**src/rtl/fpmm_pkg.sv**
```systemverilog
package fpmm_pkg;

  typedef enum logic [1:0] {
    POL_LEGACY   = 2'd0,
    POL_NUMBER   = 2'd1,
    POL_PROP     = 2'd2,
    POL_PROP_ALT = 2'd3
  } nan_policy_t;

  typedef struct packed {
    logic is_nan;
    logic is_snan;
  } op_class_t;

endpackage

```
**src/rtl/fpmm_classify.sv**
```systemverilog
module fpmm_classify
  import fpmm_pkg::*;
#(
  parameter int EXP_W  = 8,
  parameter int FRAC_W = 23,
  localparam int W     = 1 + EXP_W + FRAC_W
) (
  input  logic [W-1:0] op,
  output op_class_t    cls
);

  logic exp_ones;
  logic frac_nz;

  always_comb begin
    exp_ones    = &op[W-2:FRAC_W];
    frac_nz     = |op[FRAC_W-1:0];
    cls.is_nan  = exp_ones && frac_nz;
    cls.is_snan = exp_ones && frac_nz && !op[FRAC_W-1];
  end

  // a signalling operand is always a NaN with its fraction MSB clear
  always_comb begin
    if (cls.is_snan) begin
      assert_snan_form_R1: assert (cls.is_nan && !op[FRAC_W-1]);
    end
  end

endmodule

```
**src/rtl/fpmm_compare.sv**
```systemverilog
module fpmm_compare #(
  parameter int EXP_W  = 8,
  parameter int FRAC_W = 23,
  localparam int W     = 1 + EXP_W + FRAC_W
) (
  input  logic [W-1:0] a,
  input  logic [W-1:0] b,
  output logic         a_lt_b,
  output logic         b_lt_a,
  output logic         both_zero
);

  logic [W-2:0] mag_a;
  logic [W-2:0] mag_b;
  logic         mag_lt;
  logic         mag_gt;

  always_comb begin
    mag_a     = a[W-2:0];
    mag_b     = b[W-2:0];
    mag_lt    = mag_a < mag_b;
    mag_gt    = mag_a > mag_b;
    both_zero = (mag_a == '0) && (mag_b == '0);
    if (a[W-1] != b[W-1]) begin
      a_lt_b = a[W-1];
      b_lt_a = b[W-1];
    end else if (!a[W-1]) begin
      a_lt_b = mag_lt;
      b_lt_a = mag_gt;
    end else begin
      a_lt_b = mag_gt;
      b_lt_a = mag_lt;
    end
  end

  // strict ordering never claims both directions at once
  always_comb begin
    assert_order_R3: assert (!(a_lt_b && b_lt_a));
  end

endmodule

```
**src/rtl/fpmm_select.sv**
```systemverilog
module fpmm_select
  import fpmm_pkg::*;
#(
  parameter int EXP_W  = 8,
  parameter int FRAC_W = 23,
  localparam int W     = 1 + EXP_W + FRAC_W
) (
  input  logic [W-1:0] a,
  input  logic [W-1:0] b,
  input  op_class_t    cls_a,
  input  op_class_t    cls_b,
  input  logic         a_lt_b,
  input  logic         b_lt_a,
  input  logic         both_zero,
  input  logic         sel_max,
  input  nan_policy_t  policy,
  output logic [W-1:0] res,
  output logic         invalid
);

  localparam logic [W-1:0] CANON_QNAN = {1'b0, {EXP_W{1'b1}}, 1'b1, {(FRAC_W-1){1'b0}}};

  logic [W-1:0] legacy_num;
  logic [W-1:0] ordered_num;
  logic         any_nan;
  logic         any_snan;

  always_comb begin
    any_nan  = cls_a.is_nan || cls_b.is_nan;
    any_snan = cls_a.is_snan || cls_b.is_snan;
    invalid  = any_snan;

    if (sel_max) legacy_num = (b_lt_a && !both_zero) ? a : b;
    else         legacy_num = (a_lt_b && !both_zero) ? a : b;

    if (sel_max) ordered_num = a_lt_b ? b : a;
    else         ordered_num = b_lt_a ? b : a;

    unique case (policy)
      POL_LEGACY: res = any_nan ? b : legacy_num;
      POL_NUMBER: begin
        if (any_snan || (cls_a.is_nan && cls_b.is_nan)) res = CANON_QNAN;
        else if (cls_a.is_nan)                          res = b;
        else if (cls_b.is_nan)                          res = a;
        else                                            res = ordered_num;
      end
      default: res = any_nan ? CANON_QNAN : ordered_num;
    endcase
  end

  always_comb begin
    if (policy == POL_LEGACY && any_nan) begin
      assert_legacy_nan_R4: assert (res == b);
    end
    if (policy == POL_NUMBER && !any_snan && (cls_a.is_nan != cls_b.is_nan)) begin
      assert_number_wins_R6: assert (res == (cls_a.is_nan ? b : a));
    end
    if ((policy == POL_PROP || policy == POL_PROP_ALT) && any_nan) begin
      assert_propagate_R8: assert (res == CANON_QNAN);
    end
    if (!any_nan) begin
      assert_pick_operand_R3: assert (res == a || res == b);
    end
  end

endmodule

```
**src/rtl/fpmm_unit.sv**
```systemverilog
module fpmm_unit
  import fpmm_pkg::*;
#(
  parameter int EXP_W   = 8,
  parameter int FRAC_W  = 23,
  parameter bit REG_OUT = 1'b1,
  localparam int W      = 1 + EXP_W + FRAC_W
) (
  input  logic         clk,
  input  logic         rst,
  input  logic         in_valid,
  input  logic [W-1:0] op_a,
  input  logic [W-1:0] op_b,
  input  logic         sel_max,
  input  logic [1:0]   policy,
  output logic         out_valid,
  output logic [W-1:0] result,
  output logic         invalid
);

  op_class_t    cls_a;
  op_class_t    cls_b;
  logic         a_lt_b;
  logic         b_lt_a;
  logic         both_zero;
  logic [W-1:0] res_c;
  logic         inv_c;
  nan_policy_t  pol;

  assign pol = nan_policy_t'(policy);

  fpmm_classify #(.EXP_W(EXP_W), .FRAC_W(FRAC_W)) u_cls_a (.op(op_a), .cls(cls_a));
  fpmm_classify #(.EXP_W(EXP_W), .FRAC_W(FRAC_W)) u_cls_b (.op(op_b), .cls(cls_b));

  fpmm_compare #(.EXP_W(EXP_W), .FRAC_W(FRAC_W)) u_cmp (
    .a(op_a), .b(op_b),
    .a_lt_b(a_lt_b), .b_lt_a(b_lt_a), .both_zero(both_zero)
  );

  fpmm_select #(.EXP_W(EXP_W), .FRAC_W(FRAC_W)) u_sel (
    .a(op_a), .b(op_b), .cls_a(cls_a), .cls_b(cls_b),
    .a_lt_b(a_lt_b), .b_lt_a(b_lt_a), .both_zero(both_zero),
    .sel_max(sel_max), .policy(pol),
    .res(res_c), .invalid(inv_c)
  );

  // the flag follows the signalling status of the classifiers
  always_comb begin
    assert_flag_R2: assert (inv_c == (cls_a.is_snan || cls_b.is_snan));
  end

  generate
    if (REG_OUT) begin : g_reg
      always_ff @(posedge clk) begin
        if (rst) begin
          out_valid <= 1'b0;
          result    <= '0;
          invalid   <= 1'b0;
        end else begin
          out_valid <= in_valid;
          if (in_valid) begin
            result  <= res_c;
            invalid <= inv_c;
          end
        end
      end

      assert_valid_lat_R10: assert property (@(posedge clk) disable iff (rst)
        in_valid |=> out_valid);
      assert_idle_lat_R10: assert property (@(posedge clk) disable iff (rst)
        !in_valid |=> !out_valid);
      assert_data_lat_R10: assert property (@(posedge clk) disable iff (rst)
        in_valid |=> (result == $past(res_c) && invalid == $past(inv_c)));
    end else begin : g_comb
      assign out_valid = in_valid;
      assign result    = res_c;
      assign invalid   = inv_c;
    end
  endgenerate

endmodule

```
**config.mk**
```make
export PLATFORM = sky130hd
export DESIGN_NAME = fpmm_unit
export DESIGN_NICKNAME = d
export VERILOG_FILES = /design/src/rtl/fpmm_pkg.sv /design/src/rtl/fpmm_classify.sv /design/src/rtl/fpmm_compare.sv /design/src/rtl/fpmm_select.sv /design/src/rtl/fpmm_unit.sv
export SDC_FILE = /design/constraint.sdc
export NUM_CORES = 1
export LEC_CHECK = 0
export CORE_MARGIN = 2
export CORE_UTILIZATION = 50
export DETAILED_ROUTE_END_ITERATION = 6
export GPL_ROUTABILITY_DRIVEN = 0
export PLACE_DENSITY = 0.84
export SYNTH_ARGS = -nofsm -noshare
export SYNTH_HDL_FRONTEND = slang
export SYNTH_SLANG_ARGS = --single-unit
```
**constraint.sdc**
```tcl
create_clock -name clk -period 4.3 [get_ports clk]
set_clock_uncertainty 0.05 [all_clocks]
set_input_delay 1.29 -clock clk [delete_from_list [all_inputs] [get_ports clk]]
set_output_delay 1.29 -clock clk [all_outputs]
set_load 0.01 [all_outputs]
```
Word-level counts from Yosys, hierarchy flattened
Cells that the tools add are included.
W data, S select, Z words.
Storage, ports and cells
  flip-flop bits (word level): 34
  input bits: 70
  logic and storage cells: 44
Cells by class
  magnitude comparators: 2
  eq/ne operators: 2
  mux-type cells: 16
  reductions and logical operators: 21
Operators with widths (number)
  $mux W32: 11
  $pmux W32 S2: 1
  $logic_not A31 Y1: 2
  $reduce_or A23 Y1: 2
  $gt A31 B31 Y1: 1
  $lt A31 B31 Y1: 1
  $reduce_and A8 Y1: 2
  $logic_and A1 B1 Y1: 8
  $mux W1: 4
  $logic_not A1 Y1: 3
  $logic_or A1 B1 Y1: 3
  $eq A2 B1 Y1 const B: 1
  $logic_not A2 Y1: 1
  $ne A1 B1 Y1: 1

Longest topological paths before layout
  word-level depth: 9
  mapped depth: 14
  mapped depth without buffers: 12

Hierarchy
Synthesis repeated with hierarchy kept, for this count alone.
Second synthesis, totals
  cells, all modules: 500
  area total of the unflattened synthesis: 4121.5 µm²
Modules (own cells, without submodules)
  fpmm_select: times used 1, cells each 228, area an instance 1774.2 µm²
  fpmm_unit: times used 1, cells each 109, area an instance 1229.9 µm²
  fpmm_compare: times used 1, cells each 139, area an instance 934.6 µm²
  fpmm_classify: times used 2, cells each 12, area an instance 91.3 µm²

Worst setup path before layout
OpenSTA, ideal clock, no wires.
  path kind: input port to flip-flop
  from: input port op_b[26]
  to: register result[14]
  library setup time: 123 ps
  data arrival time: 3842 ps
  data required time: 4127 ps
  path slack: 285 ps
  stages: 13
  cell sequence: inv_1 ha_1 nand4_1 nor3_1 a221oi_1 o211ai_1 o2bb2a_2 a211oi_4 o2bb2ai_2 buf_2 mux2_2 a21oi_1 o21ai_1
Between the ends
  longest elaborated chain between the ends: 9
  elaborated cells between the ends (all ways): 30
  those cells by class: order compare: 2; mux: 16; reduce/logical: 12
RTL lines
  from (decl): line fpmm_unit.sv:13  | input logic [W-1:0] op_b,
  $gt A31 B31 Y1 / $lt A31 B31 Y1 (equally long branches): line fpmm_compare.sv:22, fpmm_compare.sv:21
  $mux W1: line fpmm_compare.sv:27  | end else if (!a[W-1]) begin
  $mux W1: line fpmm_compare.sv:24  | if (a[W-1] != b[W-1]) begin
  $mux W32 (on tied branches): line fpmm_select.sv:37, fpmm_select.sv:36
  $mux W32: line fpmm_select.sv:36  | if (sel_max) ordered_num = a_lt_b ? b : a;
  $mux W32: line fpmm_select.sv:44  | else if (cls_b.is_nan) res = a;
  $mux W32: line fpmm_select.sv:43  | else if (cls_a.is_nan) res = b;
  $mux W32: line fpmm_select.sv:42  | if (any_snan || (cls_a.is_nan && cls_b.is_nan)) res = CANON_QNAN;
  $pmux W32 S2 (*): line fpmm_select.sv:39  | unique case (policy)
  to (signal assigned): line fpmm_unit.sv:62  | result <= res_c;
  to (decl): line fpmm_unit.sv:17  | output logic [W-1:0] result,
Every way passes the cells marked *; elsewhere a longest branch is shown, timed or not.
A chain may end at the register's enable or synchronous reset.

Worst setup path after layout
  from: input port op_b[22]
  to: register result[10]
Same word-level chain as after synthesis.

==> out/results.tsv <==
stage	metric	value	unit
logic_synthesis	#FFs+latches synth	34	
clock_network	CTS sink cnt	34	
timing	final setup fails	32	
global_routing	met2 Use GR	0.594	
worst_hold_path	Hold Path Class	reg2reg	
floorplanning	die width	92.5	um
detailed_routing	router iterations before antenna repair	6	
timing	Max Slew Vio Count	0	
detailed_routing	antenna viol nets, final	0	
global_routing	initial antenna violation count	0	
detailed_routing	# DRC	0	
clock_network	htree depth	2	
pwr	Power Density	222	mW/mm2
floorplanning	I/O pins	104	
worst_setup_path	Crit Path Class	in2reg	
logic_synthesis	Netlist cell types	55	
pwr	peak supply drop	0.151	mV
logic_synthesis	synth top area cells	dfxtp_1 (17%), ha_1 (11%), o221ai_1 (5.8%)	
global_routing	gr busiest metal	met2	
global_routing	met3 Use GR	0.0830	
worst_setup_path	Worst EP required	4.38	ns
floorplanning	Initial Utilization	0.512	
run_status	failing checks	setup timing	
cells_and_area	multi-input logic area	0.00349	mm2
placed_design	post-DP HPWL	11.4	mm
cells_and_area	ant diodes	0	
logic_synthesis	Synth async-reset ratio	0	
pwr	Pwr Total	1.48	mW
detailed_routing	average routed wire per standard cell	25.9	um
timing	Rel. slew slack	0.239	
cells_and_area	sequential cell area	681	um2
cells_and_area	share of layout cells above drive strength 1	0.331	
placed_design	Placed Instances	783	
logic_synthesis	synthesized instance count	511	
floorplanning	die height	92.5	um
global_routing	grt met1 use	0.444	
worst_setup_path	Critical Path End Type	flop	
worst_setup_path	cells along the critical path	dlygate4sd2_1 -> inv_1 -> ha_1 -> nand4_1 -> buf_4 -> nor3_4 -> a221oi_2 -> o211ai_1 -> o2bb2a_2 -> a211oi_4 -> o2bb2ai_4 -> buf_12 -> buf_12 -> mux2_1 -> a21oi_2 -> o31ai_1	
detailed_routing	via-per-instance ratio	7.57	
clock_network	Worst-path clk slew	0.08	ns
cells_and_area	non-filler cells, final	808	
cells_and_area	layout net count	808	
detailed_routing	DRT Wirelength	21.0	mm
cells_and_area	post-layout util	0.871	
worst_setup_path	CP max FO	6	
logic_synthesis	Top FF cell, synth	dfxtp_1	
worst_setup_path	crit-path max cell delay	0.38	ns
worst_setup_path	Worst path slowest cell	a211oi_4	
timing	Final WS setup	-0.260	ns
logic_synthesis	Post-synth EDFFs	0	
logic_synthesis	Synth Area per Inst	7.66	um2
timing	Final Hold Viols	0	
global_routing	number of global-route vias before repair	5273	
timing	worst-margin pin slew	1.14	ns
worst_setup_path	buffer and inverter count on the worst path	5	
logic_synthesis	area leader, netlist	dfxtp_1	
clock_network	TritonCTS clock tree	done	
floorplanning	Die Area	0.00855	mm2
pwr	Leak Pwr	2.90	nW
cells_and_area	fin area	0.00666	mm2
timing	Setup TNS	-5.50	ns
clock_network	Root Driver	clkbuf_8	
run_status	outcome	finished with violations	
timing	period utilisation layout	1.06	
global_routing	first-pass GRT wire length	25.1	mm
worst_setup_path	CP startpoint kind	input port	
detailed_routing	initial DRC count	848	
clock_network	Num CTS Buffers	5	
logic_synthesis	yosys warns	0	
detailed_routing	Vias	6114	
global_routing	largest net degree at the start of global routing	32	
worst_setup_path	Worst path most repeated cell	buf_12	
timing	achievable frequency	219	MHz
timing	Final min period	4.56	ns
global_routing	total track usage	0.361	
worst_setup_path	CP arrival	4.64	ns
placed_design	PortBufs	103	
logic_synthesis	Synth Net Count	614	
logic_synthesis	register area share after synthesis	0.174	
cells_and_area	FILL cells	341	
floorplanning	row count	32	
floorplanning	core area	0.00765	mm2
placed_design	placed inst area	0.00572	mm2
cells_and_area	Area Overhead vs Synth	70.2	%
worst_setup_path	cell class contributing the biggest share of worst-path delay	compound AO/OA/AOI/OAI gates	
timing	hold_ws	0.444	ns
logic_synthesis	Synth Cell Area	0.00391	mm2
placed_design	pre-CTS WS	-0.500	ns
run	Max-cap violations	0	
global_routing	gr ovfl total	0	
clock_network	Skew-Pair Late Insertion Delay	0.30	ns
clock_network	CTS Buffer Depth	2	
logic_synthesis	Synth top area share	0.174	
[what timing repair did]
action	in CTS	in global routing
pin swaps	10	42
gates resized for setup	15	128
endpoints found under the setup margin	32	32
buffers inserted	2	15
gates cloned	0	1
hold buffers	0	0
[routing by layer]
metal | wire, um | vias to the layer above
li1 | - | 2384
met1 | 7060 | 2712
met2 | 8880 | 728
met3 | 2930 | 290
met4 | 2110 | 0
met5 | 0 | -
[cell usage after synthesis (4+ instances only)]
cell and count:
a211oi_1 8, a21oi_1 33, a22oi_1 19, a311oi_1 12
buf_2 5, buf_6 4, clkbuf_1 25, dfxtp_1 34
ha_1 33, inv_1 35, mux2_1 7, mux2_2 12
mux2i_1 9, nand2_1 14, nand2b_1 4, nand3_1 17
nand4_1 11, nor2_1 48, nor3_1 14, nor4_1 15
o211ai_1 4, o21ai_0 26, o21ai_1 13, o21bai_1 13
o221ai_1 26, o311ai_0 8, o31a_1 8, o31ai_1 8
or3_1 13
[layout make-up]
cell class,count,area share
inverters,35,0.0197
multi-input cells,407,0.525
repair buffers,222,0.320
flip-flops and latches,34,0.102
clock inverters,2,0.00188
clock buffers,6,0.0124
well taps,102,0.0192
[worst paths after layout]
path,slack [ns],cells after the start,startpoint,endpoint
worst max-delay path,-0.26,16,op_b[22],result[10]$_SDFFE_PP0P_
worst min-delay path,0.44,2,invalid$_SDFFE_PP0P_,invalid$_SDFFE_PP0P_
worst max register to register,3.19,4,result[10]$_SDFFE_PP0P_,result[10]$_SDFFE_PP0P_
worst min register to register,0.44,2,invalid$_SDFFE_PP0P_,invalid$_SDFFE_PP0P_
[registers in the layout, summed over array words and instances (netlist names)]
name	count
result	32
out_valid	1
invalid	1
[kinds of logic (layout without fill, tap and decap cells)]
family	Yosys count	after routing	share of synthesized area
flip-flops	34	34	0.174
multiplexers	28	28	0.0777
adder cells (fa/ha/maj)	33	33	0.106
AND/OR/NAND/NOR	149	149	0.199
AO/OA/AOI/OAI	197	197	0.367
buffers and inverters	70	265	0.0774
[worst reg2reg max path, cell delays in order (launching register included)]
cell      delay (ns)
dfxtp_1         0.38
nor2_1          0.08
nor3_1          0.16
o221ai_1        0.18
o31ai_1         0.14
[layout by cell type (no fill, tap or decap), drive strengths merged, types with 9 or more instances in the layout]
cell | Yosys | routed
inv | 35 | 35
or3 | 13 | 13
mux2 | 19 | 19
buf | 10 | 119
a21oi | 34 | 34
mux2i | 9 | 9
o21bai | 13 | 13
dlymetal6s2s | 0 | 44
nor4 | 16 | 16
ha | 33 | 33
nand4 | 12 | 12
nor3 | 15 | 15
o21ai | 41 | 41
clkdlybuf4s50 | 0 | 56
o221ai | 26 | 26
dfxtp | 34 | 34
a22oi | 19 | 19
a211oi | 9 | 9
nand3 | 18 | 18
nand2 | 14 | 14
a311oi | 12 | 12
nor2 | 48 | 48
[where the power goes]
part | internal, mW | total, mW | switching (mW) | leakage [nW]
registers | 0.348 | 0.370 | 0.0219 | 0.283
logic | 0.399 | 0.829 | 0.430 | 2.57
clock network | 0.129 | 0.279 | 0.150 | 0.0472
No activity file was read; power rests on OpenSTA's default activity.
